===== config.mk =====
export PLATFORM = sky130hd
export DESIGN_NAME = edge_irq_unit
export DESIGN_NICKNAME = d
export VERILOG_FILES = /design/src/rtl/edge_irq_pkg.sv /design/src/rtl/eint_edge_det.sv /design/src/rtl/eint_bank.sv /design/src/rtl/edge_irq_unit.sv
export SDC_FILE = /design/constraint.sdc
export NUM_CORES = 1
export LEC_CHECK = 0
export CORE_UTILIZATION = 47
export CTS_CLUSTER_SIZE = 8
export DETAILED_ROUTE_END_ITERATION = 10
export PLACE_DENSITY = 0.85
export SYNTH_ARGS = -nofsm -noshare
export SYNTH_HDL_FRONTEND = slang
export SYNTH_SLANG_ARGS = --single-unit

===== constraint.sdc =====
create_clock -name clk_i -period 2.4 [get_ports clk_i]
set_clock_uncertainty 0.2 [all_clocks]
set_input_delay 0.24 -clock clk_i [delete_from_list [all_inputs] [get_ports clk_i]]
set_output_delay 0.24 -clock clk_i [all_outputs]
set_load 0.02 [all_outputs]

===== src/rtl/edge_irq_pkg.sv =====
package edge_irq_pkg;
  // address region, acc_addr_i[7:5]
  localparam logic [2:0] RGN_STS  = 3'b100;
  localparam logic [2:0] RGN_MSET = 3'b101;
  localparam logic [2:0] RGN_MCLR = 3'b110;

  typedef enum logic [1:0] {
    TRIG_OFF  = 2'd0,
    TRIG_RISE = 2'd1,
    TRIG_FALL = 2'd2,
    TRIG_BOTH = 2'd3
  } trig_e;
endpackage


===== src/rtl/eint_edge_det.sv =====
module eint_edge_det
  import edge_irq_pkg::*;
#(
  parameter int NUM_PINS = 64
) (
  input  logic                  clk_i,
  input  logic                  rst_ni,
  input  logic [NUM_PINS-1:0]   lvl_i,
  input  logic [2*NUM_PINS-1:0] cfg_i,
  output logic [NUM_PINS-1:0]   edge_o
);
  logic [NUM_PINS-1:0] prev_q;
  logic                armed_q;

  always_ff @(posedge clk_i or negedge rst_ni) begin
    if (!rst_ni) begin
      prev_q  <= '0;
      armed_q <= 1'b0;
    end else begin
      prev_q  <= lvl_i;
      armed_q <= 1'b1;
    end
  end

  for (genvar p = 0; p < NUM_PINS; p++) begin : g_pin
    trig_e mode;
    logic  rise, fall;
    assign mode = trig_e'(cfg_i[2*p +: 2]);
    assign rise = lvl_i[p] & ~prev_q[p];
    assign fall = ~lvl_i[p] & prev_q[p];
    always_comb begin
      unique case (mode)
        TRIG_RISE: edge_o[p] = armed_q & rise;
        TRIG_FALL: edge_o[p] = armed_q & fall;
        TRIG_BOTH: edge_o[p] = armed_q & (rise | fall);
        default:   edge_o[p] = 1'b0;
      endcase
    end
  end

  // first sample after reset is reference only
  p_unarmed_quiet_r2: assert property (@(posedge clk_i) disable iff (!rst_ni)
    !armed_q |-> (edge_o == '0));
endmodule


===== src/rtl/eint_bank.sv =====
module eint_bank #(
  parameter int BANK_W = 32
) (
  input  logic              clk_i,
  input  logic              rst_ni,
  input  logic [BANK_W-1:0] edge_i,
  input  logic [BANK_W-1:0] sts_clr_i,
  input  logic [BANK_W-1:0] msk_set_i,
  input  logic [BANK_W-1:0] msk_clr_i,
  output logic [BANK_W-1:0] sts_o,
  output logic [BANK_W-1:0] msk_o,
  output logic              irq_o
);
  logic [BANK_W-1:0] sts_q, msk_q;

  always_ff @(posedge clk_i or negedge rst_ni) begin
    if (!rst_ni) begin
      sts_q <= '0;
      msk_q <= '1;
    end else begin
      sts_q <= (sts_q & ~sts_clr_i) | edge_i;  // edge wins over clear
      msk_q <= (msk_q | msk_set_i) & ~msk_clr_i;
    end
  end

  assign sts_o = sts_q;
  assign msk_o = msk_q;
  assign irq_o = |(sts_q & ~msk_q);

  p_edge_latch_r4: assert property (@(posedge clk_i) disable iff (!rst_ni)
    (edge_i != '0) |=> ((sts_q & $past(edge_i)) == $past(edge_i)));
  p_clear_r3: assert property (@(posedge clk_i) disable iff (!rst_ni)
    ((sts_clr_i & ~edge_i) != '0) |=> ((sts_q & $past(sts_clr_i & ~edge_i)) == '0));
  p_mask_set_r5: assert property (@(posedge clk_i) disable iff (!rst_ni)
    (msk_set_i != '0) |=> ((msk_q & $past(msk_set_i)) == $past(msk_set_i)));
  p_mask_clr_r6: assert property (@(posedge clk_i) disable iff (!rst_ni)
    (msk_clr_i != '0) |=> ((msk_q & $past(msk_clr_i)) == '0));
  p_all_masked_r7: assert property (@(posedge clk_i) disable iff (!rst_ni)
    (&msk_q) |-> !irq_o);
endmodule


===== src/rtl/edge_irq_unit.sv =====
module edge_irq_unit
  import edge_irq_pkg::*;
#(
  parameter int NUM_BANKS = 2,
  parameter int BANK_W    = 32,
  parameter int ADDR_W    = 8
) (
  input  logic                            clk_i,
  input  logic                            rst_ni,
  input  logic [NUM_BANKS*BANK_W-1:0]     pin_lvl_i,
  input  logic [2*NUM_BANKS*BANK_W-1:0]   trig_cfg_i,
  input  logic                            acc_en_i,
  input  logic                            acc_we_i,
  input  logic [ADDR_W-1:0]               acc_addr_i,
  input  logic [BANK_W-1:0]               acc_wdata_i,
  output logic [BANK_W-1:0]               acc_rdata_o,
  output logic [NUM_BANKS-1:0]            irq_o
);
  localparam int NUM_PINS = NUM_BANKS * BANK_W;
  localparam int RGN_W    = ADDR_W - 5;  // NUM_BANKS <= 8, ADDR_W >= 8

  logic [NUM_PINS-1:0] edge_w;
  logic [RGN_W-1:0]    rgn;
  logic [2:0]          bank_idx;
  logic                aligned, is_sts, is_mset, is_mclr;
  logic [BANK_W-1:0]   sts_w [NUM_BANKS];
  logic [BANK_W-1:0]   msk_w [NUM_BANKS];
  logic [BANK_W-1:0]   rd_mux;
  logic [BANK_W-1:0]   rdata_q;

  assign rgn      = acc_addr_i[ADDR_W-1:5];
  assign bank_idx = acc_addr_i[4:2];
  assign aligned  = (acc_addr_i[1:0] == 2'b00);
  assign is_sts   = aligned && (rgn == RGN_W'(RGN_STS));
  assign is_mset  = aligned && (rgn == RGN_W'(RGN_MSET));
  assign is_mclr  = aligned && (rgn == RGN_W'(RGN_MCLR));

  eint_edge_det #(.NUM_PINS(NUM_PINS)) u_edge (
    .clk_i  (clk_i),
    .rst_ni (rst_ni),
    .lvl_i  (pin_lvl_i),
    .cfg_i  (trig_cfg_i),
    .edge_o (edge_w)
  );

  for (genvar b = 0; b < NUM_BANKS; b++) begin : g_bank
    logic              sel;
    logic [BANK_W-1:0] clr_v, set_v, unm_v;
    assign sel   = acc_en_i && acc_we_i && (bank_idx == 3'(b));
    assign clr_v = (sel && is_sts)  ? acc_wdata_i : '0;
    assign set_v = (sel && is_mset) ? acc_wdata_i : '0;
    assign unm_v = (sel && is_mclr) ? acc_wdata_i : '0;

    eint_bank #(.BANK_W(BANK_W)) u_bank (
      .clk_i     (clk_i),
      .rst_ni    (rst_ni),
      .edge_i    (edge_w[b*BANK_W +: BANK_W]),
      .sts_clr_i (clr_v),
      .msk_set_i (set_v),
      .msk_clr_i (unm_v),
      .sts_o     (sts_w[b]),
      .msk_o     (msk_w[b]),
      .irq_o     (irq_o[b])
    );
  end

  always_comb begin
    rd_mux = '0;
    for (int b = 0; b < NUM_BANKS; b++) begin
      if (bank_idx == 3'(b)) begin
        if (is_sts)                rd_mux = sts_w[b];
        else if (is_mset || is_mclr) rd_mux = msk_w[b];
      end
    end
  end

  always_ff @(posedge clk_i or negedge rst_ni) begin
    if (!rst_ni)                     rdata_q <= '0;
    else if (acc_en_i && !acc_we_i)  rdata_q <= rd_mux;
    else                             rdata_q <= '0;
  end

  assign acc_rdata_o = rdata_q;

  p_rdata_idle_r10: assert property (@(posedge clk_i) disable iff (!rst_ni)
    !(acc_en_i && !acc_we_i) |=> (acc_rdata_o == '0));
  p_unmapped_read_r10: assert property (@(posedge clk_i) disable iff (!rst_ni)
    (acc_en_i && !acc_we_i && !is_sts && !is_mset && !is_mclr) |=> (acc_rdata_o == '0));
endmodule


==> results summary <==
The smallest setup slack after layout is 0.0307 ns. The clock period minus final worst setup slack is 2.37 ns. The worst setup path is launched from a flip-flop.

Of the cells placed in the final design, the portion with a size suffix greater than 1 is 0.0966. The actual transition at the worst max-transition pin is 0.688 ns. The first routing iteration left 763 violations. The terminus of the critical flop-to-flop path is g_bank[1].u_bank.sts_o[0].

In the global route stage, overall resource usage came out at 0.278. The worst register-to-register path begins at u_edge.prev_q[32]. CTS built an H-tree with a depth of 2. The data arrival time of the critical path is 1.93 ns. The required time of the worst setup path is 1.96 ns. The synthesized area per cell is 9.63 um2. Timing would allow up to 0.422 GHz.

The clock buffer count from CTS is 34. The remaining global-route overflow came out at 0. The synthesis warning total came out at 0. In this run, synthesis inferred 0 flip-flops with an integrated enable. The total stage count of the critical path came out at 4.

The number of cells in the finished layout apart from fillers is 1915. The slowest stage of the critical path belongs to the cell dfstp_2. The count of standard-cell rows came out at 58.

The share of the synthesized area in the top cell type is 0.331. The total clock sinks is 225. In this run, synthesis produced a sequential element count of 225. The wire length of the first global-routing pass is 57.1 mm. The post-place setup slack is -0.0802 ns. Sorting the synthesized cells by area gives the leading types as dfrtp_1 33%, dfstp_2 14%, ha_1 13%. The number of setup buffers added after CTS came out at 0.

The fraction of registers with async set/reset came out at 1.00. The net count of the mapped netlist is 1629. The die outline height came out at 163 um. The number of antenna violations at the first check in global routing is 1. The primary flip-flop cell chosen by synthesis mapping is dfrtp_1. The post-route cell area came out at 16500 um2. The layout overhead on the synthesized area came out at 35.6%. The largest fanout on the critical path is 3.

Clock-pin slew was measured on the worst setup and hold paths at 0.05 ns. Traced cell by cell, the critical path runs through o22ai_1, nor4_1, nand4_1, clkdlybuf4s15_2. The area of the core region is 25300 um2. Power spread over the standard cell area amounts to 580 nW/um2.

The number of inserted filler cells in the final layout came out at 1904. The cell sitting at the root of the clock tree is a clkbuf_16. In the layout the commonest cells are 265 x clkdlybuf4s50_1, 193 x inv_1, 192 x a21oi_1, 160 x dfrtp_1, 130 x nand2_1.

The routed length on met2 is 17.3 mm. The mean routed wirelength per cell came out at 19.1 um. The largest net degree at the start of global routing is 64. The average via count per standard cell came out at 5.71.

The worst vdd rail ir drop came out at 0.565 mV. Max-cap violations in this run came to 0. The worst reg-to-reg setup slack came out at 0.74 ns. The die area came out at 26600 um2.

The estimated wirelength of the detail-placed design is 26.5 mm. For this design the static power due to leakage is 7.53 nW. The cell depth of the worst flop-to-flop path came out at 5.

The insertion delay of the later-clocked pin in the worst-skew pair came out at 0.52 ns. The final hold violation count is 0. The number of global-route vias before repair is 11300. In the routed design, unresolved DRC markers number 0. On the worst path, the slowest cell contributes a delay of 0.54 ns.

The largest area contributor in the synthesized netlist is dfrtp_1. Once placement completed, the tool counted placed cells totaling 1853. The count of buffers added on input and output ports is 269.

After layout, the design draws a total of 0.00957 W. The proportion of synthesized chip area in sequential cells is 0.469. The net count of the finished layout came out at 1924. Measured against its own limit, the worst slew margin works out to 0.536. Setup violations remaining at the end of the flow were counted as 0.

Measured along the x axis, the die boundary spans 163 um. The longest clock path from root to sink contains 3 buffers. The final-report max-slew violation count was 0. The share of the cycle needed by the critical path after routing came out at 0.987. The endpoint of the worst setup timing path is irq_o[1]. The final layout contains routed wiring with a total length of 36.6 mm. The kind of end point of the critical path is an output port. The number of buffers and inverters on the critical path came out at 1. The remaining number of nets flagged by the antenna check after routing is 0. The initial core utilization is 0.481. The detailed router placed 10900 vias in this run. TritonCTS built the clock tree. The instance count of the mapped netlist is 1265.

The cell area after synthesis came out at 12200 um2. The launch point of the critical path is g_bank[1].u_bank.msk_o[17]. The routed design uses 3.91 mm of met3 wire. The number of search-and-repair iterations in the first detailed-routing pass is 7. The category of the most critical setup path is flip-flop to output port. The routed metal-1 wire length is 13.8 mm. The run finished with clean final reports.

The distinct cell type count after synthesis came out at 32. Setup repair after global routing could not meet its margin everywhere. The routability-driven placement congestion ratio is 0.884.

The number of top-level pins is 270. Signal routing reaches up to met4. The placed instance area is 15500 um2. The class of the most critical hold timing path is input port to flip-flop.

Leaving out fill and tap cells, the most frequent cell in the layout is clkdlybuf4s50_1. The kind of cell with the highest combined delay along the critical path is flip-flops.
-- worst min-delay path by stage --
stage	from	to	depth (start not counted)
3_5_place_dp	rst_ni	u_edge.prev_q[16]	1
2_1_floorplan	rst_ni	acc_rdata_o[0]	0
5_1_grt	pin_lvl_i[29]	u_edge.prev_q[29]	1
3_3_place_gp	rst_ni	u_edge.prev_q[46]	1
6_report	pin_lvl_i[13]	u_edge.prev_q[13]	1
4_1_cts	pin_lvl_i[32]	u_edge.prev_q[32]	1
-- layout make-up --
class	instances	area, um2	share of cell area
Sequential cell	225	5710	0.346
Multi-Input combinational cell	801	5570	0.337
Timing Repair Buffer	305	3100	0.188
Clock buffer	57	958	0.0580
Inverter	193	724	0.0439
Tap cell	330	413	0.0250
Clock inverter	3	36.3	0.00220
Antenna cell	1	2.50	0.000152
-- cells in the mapped netlist, drive strengths merged (2+ instances only) --
cell type	instances
inv	193
a21oi	192
dfrtp	161
nand2	130
ha	128
o22ai	94
a21o	64
dfstp	64
o211ai	64
o21ai	64
mux2i	33
buf	29
clkbuf	17
nor4	14
nor2	3
nand2b	2
nand4	2
nor3	2
-- flip-flops by register name (all words and copies together) (netlist names) --
register,flops
g_bank.u_bank.sts_o,64
g_bank.u_bank.msk_o,64
u_edge.prev_q,64
u_edge.armed_q,1
acc_rdata_o,32
-- metal layers --
metal | GRT usage | up-vias
met2 | 0.461 | 606
li1 | - | 5006
met4 | 0.134 | 0
met1 | 0.334 | 5211
met3 | 0.0741 | 116
met5 | 0 | -
-- report_power, final --
| group | internal [W] | switching (W) | leakage, nW | total [W] |
|---|---|---|---|---|
| Combinational | 0.000571 | 0.000565 | 4.63 | 0.00114 |
| Sequential | 0.00392 | 0.0000703 | 2.43 | 0.00399 |
| Clock | 0.00272 | 0.00173 | 0.472 | 0.00445 |
-- repair_timing --
item                       in CTS  in global routing
hold endpoints to repair      168                  0
setup endpoints to repair       2                  2
gates resized for setup         8                  2
pin swaps                       1                  1
hold buffers                    1                  0
-- metrics by stage --
step | hold WS, ns | utilization | setup TNS (ns)
floorplan | -0.256 | - | 0
global placement | 0.0332 | 0.612 | -0.639
detailed placement | 0.0337 | 0.612 | -2.58
global route | 0.0443 | 0.652 | -0.0209
CTS | 0.0187 | 0.651 | 0
finish | 0.0228 | 0.652 | 0
-- kinds of logic after synthesis --
family / count (synthesis) / synth area share
AOI/OAI and AO/OA: 479 / 0.233
buffers and inverters: 239 / 0.0784
DFF: 225 / 0.469
and+or+nand+nor: 159 / 0.0599
adders and majority gates: 128 / 0.132
muxes: 33 / 0.0271
other: 1 / 0.000308
xor gates and xnor gates: 1 / 0.000719
Note: power is estimated with default switching activity, not from simulation.
